File: src/rtl/ppp_pkg.sv
package ppp_pkg;
  typedef enum logic [1:0] {
    UPD_HOLD = 2'd0,
    UPD_INC  = 2'd1,
    UPD_DEC  = 2'd2
  } upd_op_e;

  localparam int unsigned HIST_W_MIN = 1;
  localparam int unsigned HIST_W_MAX = 16;
endpackage

File: src/rtl/ppp_history.sv
module ppp_history #(
  parameter int unsigned HIST_W = 4
) (
  input  logic              clk,
  input  logic              rst_n,
  input  logic              shift_en,
  input  logic              shift_bit,
  output logic [HIST_W-1:0] hist
);
  logic [HIST_W-1:0] hist_q;
  logic [HIST_W-1:0] hist_d;

  generate
    if (HIST_W == 1) begin : g_one
      assign hist_d = shift_bit;
    end else begin : g_many
      assign hist_d = {hist_q[HIST_W-2:0], shift_bit};
    end
  endgenerate

  always_ff @(posedge clk or negedge rst_n) begin
    if (!rst_n)        hist_q <= '0;
    else if (shift_en) hist_q <= hist_d;
  end

  assign hist = hist_q;
endmodule

File: src/rtl/ppp_counter_table.sv
module ppp_counter_table #(
  parameter int unsigned HIST_W = 4,
  parameter int unsigned CNT_W  = 4
) (
  input  logic                          clk,
  input  logic                          rst_n,
  input  logic [HIST_W-1:0]             upd_idx,
  input  ppp_pkg::upd_op_e              upd_op,
  output logic [(CNT_W<<HIST_W)-1:0]    cnt_flat
);
  import ppp_pkg::*;

  localparam int unsigned DEPTH = 1 << HIST_W;
  localparam logic [CNT_W-1:0] CNT_MAX = {CNT_W{1'b1}};

  function automatic logic [CNT_W-1:0] next_count(input logic [CNT_W-1:0] cur,
                                                 input upd_op_e op);
    logic [CNT_W-1:0] res;
    res = cur;
    case (op)
      UPD_INC: if (cur != CNT_MAX) res = cur + 1'b1;
      UPD_DEC: if (cur != '0)      res = cur - 1'b1;
      default: res = cur;
    endcase
    return res;
  endfunction

  generate
    for (genvar g = 0; g < DEPTH; g++) begin : g_entry
      logic [CNT_W-1:0] c_q;
      logic             hit;
      assign hit = (upd_idx == HIST_W'(g));
      always_ff @(posedge clk or negedge rst_n) begin
        if (!rst_n)                      c_q <= '0;
        else if (hit && upd_op != UPD_HOLD) c_q <= next_count(c_q, upd_op);
      end
      assign cnt_flat[g*CNT_W +: CNT_W] = c_q;
    end
  endgenerate
endmodule

File: src/rtl/path_pair_predictor.sv
module path_pair_predictor #(
  parameter int unsigned HIST_W = 4,
  parameter int unsigned CNT_W  = 4
) (
  input  logic             clk,
  input  logic             rst_n,
  input  logic             pred_req,
  input  logic             resolve_vld,
  input  logic             resolve_primary,
  input  logic [CNT_W-1:0] threshold,
  output logic             pred_primary
);
  import ppp_pkg::*;

  localparam int unsigned DEPTH = 1 << HIST_W;

  function automatic logic meets_threshold(input logic [CNT_W-1:0] cnt,
                                           input logic [CNT_W-1:0] thr);
    return cnt >= thr;
  endfunction

  logic [HIST_W-1:0]        hist;
  logic [CNT_W*DEPTH-1:0]   cnt_flat;
  logic [CNT_W-1:0]         sel_cnt;
  upd_op_e                  upd_op;
  logic                     upd_inc;
  logic                     upd_dec;

  assign upd_inc = resolve_vld &&  resolve_primary;
  assign upd_dec = resolve_vld && !resolve_primary;
  assign upd_op  = upd_inc ? UPD_INC : (upd_dec ? UPD_DEC : UPD_HOLD);

  ppp_history #(.HIST_W(HIST_W)) u_hist (
    .clk       (clk),
    .rst_n     (rst_n),
    .shift_en  (resolve_vld),
    .shift_bit (resolve_primary),
    .hist      (hist)
  );

  ppp_counter_table #(.HIST_W(HIST_W), .CNT_W(CNT_W)) u_table (
    .clk      (clk),
    .rst_n    (rst_n),
    .upd_idx  (hist),
    .upd_op   (upd_op),
    .cnt_flat (cnt_flat)
  );

  assign sel_cnt      = cnt_flat[int'(hist)*CNT_W +: CNT_W];
  assign pred_primary = pred_req && meets_threshold(sel_cnt, threshold);
endmodule

File: config.mk
export PLATFORM = sky130hd
export DESIGN_NAME = path_pair_predictor
export DESIGN_NICKNAME = d
export VERILOG_FILES = /design/src/rtl/ppp_pkg.sv /design/src/rtl/ppp_history.sv /design/src/rtl/ppp_counter_table.sv /design/src/rtl/path_pair_predictor.sv
export SDC_FILE = /design/constraint.sdc
export NUM_CORES = 1
export LEC_CHECK = 0
export ABC_AREA = 1
export BUFFER_PORTS_ARGS = -buffer_cell sky130_fd_sc_hd__buf_4
export CAP_MARGIN = 20
export CORE_UTILIZATION = 55
export CTS_BUF_LIST = sky130_fd_sc_hd__clkbuf_4 sky130_fd_sc_hd__clkbuf_8
export DETAILED_ROUTE_END_ITERATION = 10
export GPL_TIMING_DRIVEN = 0
export PLACE_DENSITY = 0.72
export SYNTH_ARGS = -nofsm -noshare
export SYNTH_HDL_FRONTEND = slang
export SYNTH_SLANG_ARGS = --single-unit
File: constraint.sdc
create_clock -name clk -period 2.3 [get_ports clk]
set_clock_uncertainty 0.1 [all_clocks]
set_input_delay 0.115 -clock clk [delete_from_list [all_inputs] [get_ports clk]]
set_output_delay 0.115 -clock clk [all_outputs]
set_load 0.03 [all_outputs]
======== Yosys cells after proc, flatten, opt, wreduce, memory -nomap -nowiden ========
Index checks and enable logic that the tools add are counted.
word-level totals
  register bits ........................... 68
  bits of input ports ..................... 9
  output and inout bits ................... 1
  logic and storage cells ................. 221
cells by class
  $add $sub $neg .......................... 32
  magnitude comparators ................... 1
  equality and inequality tests ........... 65
  shifts and indexed selects .............. 1
  muxes and demuxes ....................... 50
  reductions and logical operators ........ 55
operators by type and width
  kind                                                                 count
  4-bit 2-to-1 mux                                                     32
  4-bit case mux with 2 select lines                                   16
  4-bit by 1-bit adder with 4-bit output (second input constant)       16
  2-bit by 1-bit != test with 1-bit output (second input constant)     32
  4-bit != test (second input constant)                                16
  4-bit AND reduction                                                  16
  4-bit nonzero test                                                   16
  64-bit by 7-bit variable part select with 4-bit output               1
  4-bit by 1-bit subtractor with 4-bit output (second input constant)  16
  4-bit == test (second input constant)                                8
  1-bit logical AND                                                    19
  4-bit by 3-bit == test with 1-bit output (second input constant)     4
  4-bit by 2-bit == test with 1-bit output (second input constant)     2
  4-bit by 1-bit == test with 1-bit output (second input constant)     1
  4-bit >= comparator                                                  1
  4-bit logical NOT                                                    1
  2-bit 2-to-1 mux                                                     2
  2-bit nonzero test                                                   2
  2-bit by 1-bit == test with 1-bit output (second input constant)     1
  2-bit == test (second input constant)                                1
  1-bit logical NOT                                                    1

======== Longest topological paths before layout ========
Gate-level depths: netlist of the first run.
  depth in word-level cells ............... 7
  gate-level depth with buffers ........... 17
  depth with buffers taken out ............ 16

======== Hierarchy ========
Synthesis of the first run repeated with hierarchy kept, for this count alone.
second synthesis, totals
  cells, all modules ...................... 913
  area total of the unflattened synthesis .. 5780.5 um^2
modules (own cells, without submodules)
  module               instances  cells each  area each (um^2)
  ppp_counter_table    1          717         4765.8
  path_pair_predictor  1          179         865.8
  ppp_history          1          17          148.9

======== Worst setup path before layout of the first run ========
No wires, ideal clock.
  path type ............................... register to output
  start ................................... register u_hist.hist_q[0] (netlist: u_hist.hist[0])
  end ..................................... output port pred_primary
  data arrival time ....................... 1836 ps
  path slack .............................. 249 ps
  cell stages (with the launch flop) ...... 18
  path buffers ............................ 2
  cells stage by stage .................... dfrtp_1 -> buf_4 -> buf_2 -> nand2_1 -> nand2_1 -> nand2_1 -> nand2_1 -> nand2_1 -> nand2_1 -> inv_1 -> nand2_1 -> ha_1 -> inv_1 -> o21bai_1 -> nand3_1 -> nand3_1 -> nand2_1 -> inv_1
on the way
  word-level cells in the longest chain between the ends .. 3
RTL lines
  element                                                 RTL line                   source
  start: declaration                                      ppp_history.sv:10          logic [HIST_W-1:0] hist_q;
  start signal: assignment                                ppp_history.sv:23          else if (shift_en) hist_q <= hist_d;
  64-bit by 7-bit variable part select with 4-bit output  path_pair_predictor.sv:49  assign sel_cnt = cnt_flat[int'(hist)*CNT_W +: CNT_W];
  4-bit >= comparator                                     path_pair_predictor.sv:19  return cnt >= thr;
  1-bit logical AND                                       path_pair_predictor.sv:50  assign pred_primary = pred_req && meets_threshold(sel_cnt, threshold);
  end: declaration                                        path_pair_predictor.sv:11  output logic pred_primary
Every way passes these cells.

======== Worst setup path after layout of the first run ========
Same ends and word-level chain as after synthesis.

==> results by group, run 1 <==
Floorplan
  • Initial Utilization: 0.571
  • Die Span Y: 106 um
  • Core Footprint: roughly 10,000 um2
  • Site row count: 37
  • Die Width: 106 um
  • Die area: 11,200 um2
  • Ports: 10

Synthesis
  • Yosys top cell area share: 0.286
  • Top area cells in the synthesized netlist: dfrtp_1 (29%), nand2_1 (27%), inv_1 (7.9%), ha_1 (7.6%), fa_1 (5.4%)
  • Synth area leader: dfrtp_1
  • Syn. warnings: 0
  • Sequential area share after synthesis: 0.286
  • Post-synthesis area per instance: 6.41 um2
  • Yosys reg bits: 68
  • Syn nets: around 990
  • Distinct cells, synth: 23
  • Synth Flop Type: dfrtp_1
  • Ys async rst share: 1.00
  • Mapped cell area: 5950 um2
  • Post-synth top cells: nand2_1 (434), inv_1 (126), nor2_1 (74)
  • Most common cell in the netlist: nand2_1
  • Syn Inst Count: 928
  • Post-synth EDFFs: 0

Power and ir drop
  • Maximum VDD drop: 493 uV
  • Leak pwr: between 3 and 4 nW
  • Switching share of power: 0.475
  • Power share of the clock group: 0.150
  • Seq pwr share: 0.379
  • Pwr Total: 6.75 mW
  • Pwr/cell area: 1030 nW/um2
  • Combinational share of power: 0.471
  • NetSw: about 3.2 mW
  • Int Power: 3.54 mW

GRT
  • Largest net degree at the start of global routing: 69
  • Met1 Track Usage GR: 0.360
  • Tot GR Track Use: 0.272
  • Total grt overflow: 0
  • GRT busiest layer: met2
  • Routing usage on met2: 0.451
  • Number of global-route vias before repair: 5,056
  • Initial antenna violation count: 0
  • Met3 Resource Use GR: 0.0380
  • First-pass GRT wire length: 23,800 um

Setup path
  • Worst Path Arrival: 2390 ps
  • Crit Path Class: reg2out
  • Critical Path Source Type: register
  • CP max FO: 6
  • Endpoint class of the critical path: primary output
  • Critical Path RT: between 2000 and 2500 ps

Cells and area
  • Layout Nets: 1,016
  • Filler instances: 1,021
  • Final core area utilization: 0.629
  • Register Area: 1700 um2
  • N_diodes: 0
  • Area of the multi-input gates: between 3000 and 4000 um2
  • Area added between synthesis and finish: 10.1%
  • Post-Layout Cell Count: 1,096
  • Fin area: 6550 um2
  • Layout cells sized above 1: 0.0948

Route
  • Total number of vias: 5,467
  • DR iter-0 viols: 345
  • Total Routed Length: between 10,000 and 15,000 um
  • Vias per std cell: 4.99
  • Post-DR wirelength/cell: 12.8 um
  • First-pass DRT Iterations: 5
  • Post-route ant nets: 0
  • DRC violation count after routing: 0

Timing
  • Final Critical Period: 2610 ps
  • Worst Slack Setup Final: -309 ps
  • Hold Violations, Final: 0
  • Worst Tran Pin Value: 913 ps
  • Max frequency: 0.383 GHz
  • Setup TNS: -309 ps
  • Rel. slew slack: 0.391
  • Slew Limit Fails: 0
  • RSZ-0062 raised after global routing: yes
  • Setup violations, final: 1
  • Fin crit share: 1.13
  • Smallest hold slack: 164 ps

Worst hold path
  • Hold Path Class: in2reg

Clock network
  • CTS Buf Count: 9
  • CTS tree: built
  • CTS sink cnt: 68
  • Reg clk slew, reported paths: around 80 ps
  • CTS root buf: clkbuf_8
  • Worst skew pair latency: 370 ps
  • Htree depth: 3
  • CTS Buffer Depth: 2

Status
  • Status: complete, but fails checks
  • Failing checks: negative setup slack

Placement
  • # port buffers: 8
  • Post-DP HPWL: 9510 um
  • Placed cells: 1,072
  • Pre-CTS WS: -81.2 ps
  • DP Area: 6180 um2
  • Placer Congestion: roughly 0.86

Run
  • # Max-Cap Violations: 0
==> path summary, 6_finish.rpt <==
kind / end / slack [ps] / from / cells past startpoint
worst min register to register: u_table.g_entry[4].c_q[0] / 470 / u_table.g_entry[4].c_q[0] / 2
worst max-delay path: pred_primary / -310 / u_hist.hist[0] / 18
max in group asynchronous: u_table.g_entry[6].c_q[0] / 1190 / rst_n / 2
worst max register to register: u_table.g_entry[5].c_q[0] / 530 / u_hist.hist[0] / 6
min in group asynchronous: u_table.g_entry[14].c_q[2] / 320 / rst_n / 2
worst min-delay path: u_hist.hist[2] / 160 / resolve_vld / 4
==> critical path, cell delays in order, from the launching register on <==
cell and delay (ps):
dfrtp_1 420, buf_6 150, buf_8 140, nand2_4 60, nand2_2 40, nand2_1 50
nand2_1 50, nand2_1 60, nand2_1 60, inv_1 60, nand2_2 70, ha_4 260
inv_2 20, o21bai_1 140, nand3_1 100, nand3_2 90, nand2_1 50, inv_1 60
buf_6 120
==> layout by cell type (no fill, tap or decap), types with 3 or more instances in the layout <==
master / instances
nor2_4: 3
fa_1: 16
dfrtp_1: 68
o21ai_1: 22
inv_1: 124
xor2_1: 26
o21ai_0: 17
buf_4: 20
clkinv_2: 4
nor2_1: 74
buf_6: 5
nand2_1: 427
nand2_2: 8
nor2_2: 5
nand3_1: 54
dlygate4sd3_1: 3
nand3_2: 16
clkbuf_8: 9
inv_2: 7
ha_1: 35
==> power by group through the flow <==
stage | logic, mW | registers, mW | clock network [mW]
floorplan | 2.57 | 2.29 | 0
global placement | 2.97 | 2.54 | 0
detailed placement | 3.09 | 2.55 | 0
CTS | 3.14 | 2.53 | 1.02
global route | 3.76 | 2.66 | 1.07
finish | 3.18 | 2.56 | 1.01
==> logic make-up (layout without fill, tap and decap cells) <==
logic type / after synthesis / after routing / synth area share
xor gates and xnor gates: 27 / 27 / 0.0397
AOI/OAI and AO/OA: 41 / 41 / 0.0349
DFF: 68 / 68 / 0.286
and+or+nand+nor: 591 / 591 / 0.409
adders and majority gates: 52 / 52 / 0.130
buffers and inverters: 149 / 181 / 0.101
==> registers in the layout (all words and copies together), names as in the netlist <==
| name | cells |
|---|---|
| u_hist.hist | 4 |
| u_table.g_entry.c_q | 64 |
==> area by class of cell <==
type                    instances  area share
plain buffers                  17      0.0210
well taps                     136      0.0260
repair buffers                 16      0.0239
inverters                     132      0.0760
clock buffers                   9      0.0189
multi-input cells             711       0.564
flip-flops and latches         68       0.260
clock inverters                 7      0.0103
==> metal layers <==
metal / vias up / part of all wire
met5: - / 0
met4: 0 / 0.017
met3: 16 / 0.035
met2: 97 / 0.47
met1: 2488 / 0.48
li1: 2866 / -
==> repair_timing <==
action / in CTS / in global routing
endpoints found under the setup margin: 1 / 1
pin swaps: 1 / 13
hold buffers: 3 / 0
cloned: 0 / 1
resized for setup: 16 / 19
setup buffers: 2 / 2
hold endpoints to repair: 69 / 0
No activity file was read; power rests on OpenSTA's default activity.
==> inputs of run 2 (changes only) <==
--- a/config.mk
+++ b/config.mk
@@ -8,11 +8,11 @@
 export ABC_AREA = 1
 export BUFFER_PORTS_ARGS = -buffer_cell sky130_fd_sc_hd__buf_4
 export CAP_MARGIN = 20
-export CORE_UTILIZATION = 55
+export CORE_UTILIZATION = 31
 export CTS_BUF_LIST = sky130_fd_sc_hd__clkbuf_4 sky130_fd_sc_hd__clkbuf_8
 export DETAILED_ROUTE_END_ITERATION = 10
 export GPL_TIMING_DRIVEN = 0
-export PLACE_DENSITY = 0.72
+export PLACE_DENSITY = 0.46
 export SYNTH_ARGS = -nofsm -noshare
 export SYNTH_HDL_FRONTEND = slang
 export SYNTH_SLANG_ARGS = --single-unit
==> run 2 against run 1 <==
Net effect: the run still ends with negative setup slack left; design area grew 1.1%; combinational power barely moved; sequential power hardly changed; largest cell class unchanged; highest routed layer unchanged.
==> results by group, run 2 (synthesis results as in run 1) <==
Status
  • Status: complete, but fails checks
  • Failing checks: negative setup slack

Cells and area
  • Area added between synthesis and finish: 11.3%
  • Layout Nets: 1,013 (-0.30%)
  • Top reg by flops: u_table.g_entry.c_q
  • Largest register FFs: 64 (unchanged)
  • Most frequent cells in the layout: nand2_1 (427), inv_1 (123), nor2_1 (73), dfrtp_1 (68), nand3_1 (55)
  • Fin area: 6620 um2 (+1.1%)
  • N_diodes: 0 (unchanged)
  • Layout cells sized above 1: 0.0921 (-0.00274)
  • Filler instances: 2,068 (+100%)
  • Most common cell after layout, fill and taps aside: nand2_1

Setup path
  • Worst reg2reg startpoint: u_hist.hist[1]
  • Reg2reg end: u_table.g_entry[5].c_q[0]
  • Worst Path Arrival: 2350 ps (-40 ps)
  • Crit Path Class: reg2out
  • Endpoint class of the critical path: primary output
  • R2R Setup Slk: 520 ps (about the same)
  • Critical Path RT: 2090 ps (about the same)
  • R2R depth: 6 (unchanged)
  • CP max FO: 7 (+1)
  • Critical Path Source Type: register

Route
  • DR iter-0 viols: 291 (-16%)
  • Total Routed Length: 15,500 um (+11%)
  • Vias per std cell: 4.41 (-12%)
  • Post-route ant nets: 0 (unchanged)
  • Post-DR wirelength/cell: 13.0 um (+1.9%)
  • First-pass DRT Iterations: 5 (unchanged)
  • Total number of vias: 5,251 (-4.0%)
  • DRC violation count after routing: 0 (unchanged)

Timing
  • Rel. slew slack: 0.352 (-0.0394)
  • RSZ-0062 raised after global routing: yes
  • Fin crit share: 1.11 (-0.0207)
  • Max frequency: 0.390 GHz (+1.9%)
  • Worst Slack Setup Final: -262 ps (+47.6 ps)
  • Setup TNS: -262 ps (+47.6 ps)
  • Worst Tran Pin Value: 972 ps (+59.0 ps)
  • Slew Limit Fails: 0 (unchanged)
  • Setup violations, final: 1 (unchanged)
  • Hold Violations, Final: 0 (unchanged)
  • Final Critical Period: 2560 ps (-47.6 ps)

Floorplan
  • Core Footprint: 18,800 um2 (+80%)
  • Die area: 19,800 um2 (+76%)
  • Die Span Y: 141 um (+33%)
  • Site row count: 50 (+35%)
  • Ports: 10 (unchanged)
  • Initial Utilization: 0.317 (-0.254)
  • Die Width: 141 um (+33%)

Placement
  • Placer Congestion: 0.786 (-8.8%)
  • # port buffers: 8 (unchanged)
  • DP Area: 6300 um2 (+2.0%)
  • Post-DP HPWL: 10,600 um (+12%)

GRT
  • Number of global-route vias before repair: 4,920 (-2.7%)
  • Tot GR Track Use: 0.167 (-0.104)
  • Total grt overflow: 0 (unchanged)
  • First-pass GRT wire length: 25,800 um (+8.5%)
  • Initial antenna violation count: 0 (unchanged)
  • Largest net degree at the start of global routing: 69 (unchanged)

Run
  • # Max-Cap Violations: 0 (unchanged)

Power and ir drop
  • Pwr/cell area: 1010 nW/um2 (-1.7%)
  • Leak pwr: 3.58 nW (-1.1%)
  • Maximum VDD drop: 251 uV (-49%)

Clock network
  • CTS Buf Count: 9 (unchanged)
  • Htree depth: 3 (unchanged)
  • Worst skew pair latency: 370 ps (about the same)
  • CTS Buffer Depth: 2 (unchanged)
  • CTS sink cnt: 68 (unchanged)
  • CTS tree: built
  • Reg clk slew, reported paths: 80 ps (about the same)
  • CTS root buf: clkbuf_8

Worst hold path
  • Worst Hold End: u_hist.hist[0]
  • Hold Startpoint: resolve_vld
  • Hold path cells: 3 (-1)
  • Hold Path Class: in2reg
run 2: cell count changes in the layout (fill, tap and decap cells not counted), moves of 2 or more:
| cell | before | now |
|---|---|---|
| buf_4 | 20 | 17 |
| clkbuf_4 | 1 | 4 |
| clkbuf_8 | 9 | 11 |
| clkinv_2 | 4 | 2 |
| clkinv_4 | 2 | 0 |
run 2: report_power, final:
group          switching (mW)  leakage [nW]  total [mW]  internal, mW
Sequential              0.857         0.855        2.57          1.71
Combinational            1.83          2.63        3.16          1.32
Clock                   0.515        0.0961       0.982         0.467
Total                    3.21          3.58        6.70          3.50
run 2: layer usage:
metal / track usage / share of wire
met1: 0.227 / 0.49
met2: 0.277 / 0.47
met3: 0.0215 / 0.034
met4: 0.0521 / 0.010
met5: 0 / 0
run 2: final cells by class:
type | instances | area [um2] | share of cell area
multi-input cells | 711 | 3680 | 0.556
flip-flops and latches | 68 | 1700 | 0.257
inverters | 132 | 498 | 0.0752
well taps | 234 | 293 | 0.0442
clock buffers | 13 | 166 | 0.0251
plain buffers | 17 | 144 | 0.0217
repair buffers | 13 | 124 | 0.0187
clock inverters | 2 | 10.0 | 0.00151
run 2: worst max-delay path by stage:
stage	from	end	slack [ps]	depth (start not counted)
finish	u_hist.hist[0]	pred_primary	-260	18
global route	u_hist.hist[0]	pred_primary	-460	18
floorplan	u_hist.hist[0]	pred_primary	250	17
global placement	u_hist.hist[0]	pred_primary	-130	16
detailed placement	u_hist.hist[0]	pred_primary	-110	18
CTS	u_hist.hist[0]	pred_primary	-290	18
run 2: through the flow:
stage / hold slack [ps] / util / power, mW / worst slack [ps] / cells
6_report: 34.8 / 0.353 / 6.70 / -262 / 1190
5_1_grt: 52.3 / 0.353 / 7.50 / -456 / 1190
4_1_cts: 26.3 / 0.350 / 6.76 / -292 / 1189
3_5_place_dp: 254 / 0.336 / 5.69 / -113 / 1170
3_3_place_gp: 247 / 0.336 / 5.65 / -129 / 1170
2_1_floorplan: -281 / - / 4.85 / 249 / 928
run 2: what timing repair did:
action                                  4_1_cts  5_1_grt
hold buffers                                  2        0
gates cloned                                  0        1
buffers inserted                              2        0
endpoints found under the setup margin        1        1
pin swaps                                     1        7
hold endpoints to repair                     69        0
resized for setup                            19       12
run 2: critical path: stages (launching register included):
cell and delay (ps):
dfrtp_1 410, buf_6 150, buf_12 130, nand2_2 50, nand2_1 50, nand2_1 70
nand2_1 60, nand2_1 80, nand2_2 70, inv_2 60, nand2_4 60, ha_4 270
inv_2 30, o21bai_1 130, nand3_1 80, nand3_1 70, nand2_1 50, inv_1 60
buf_6 120
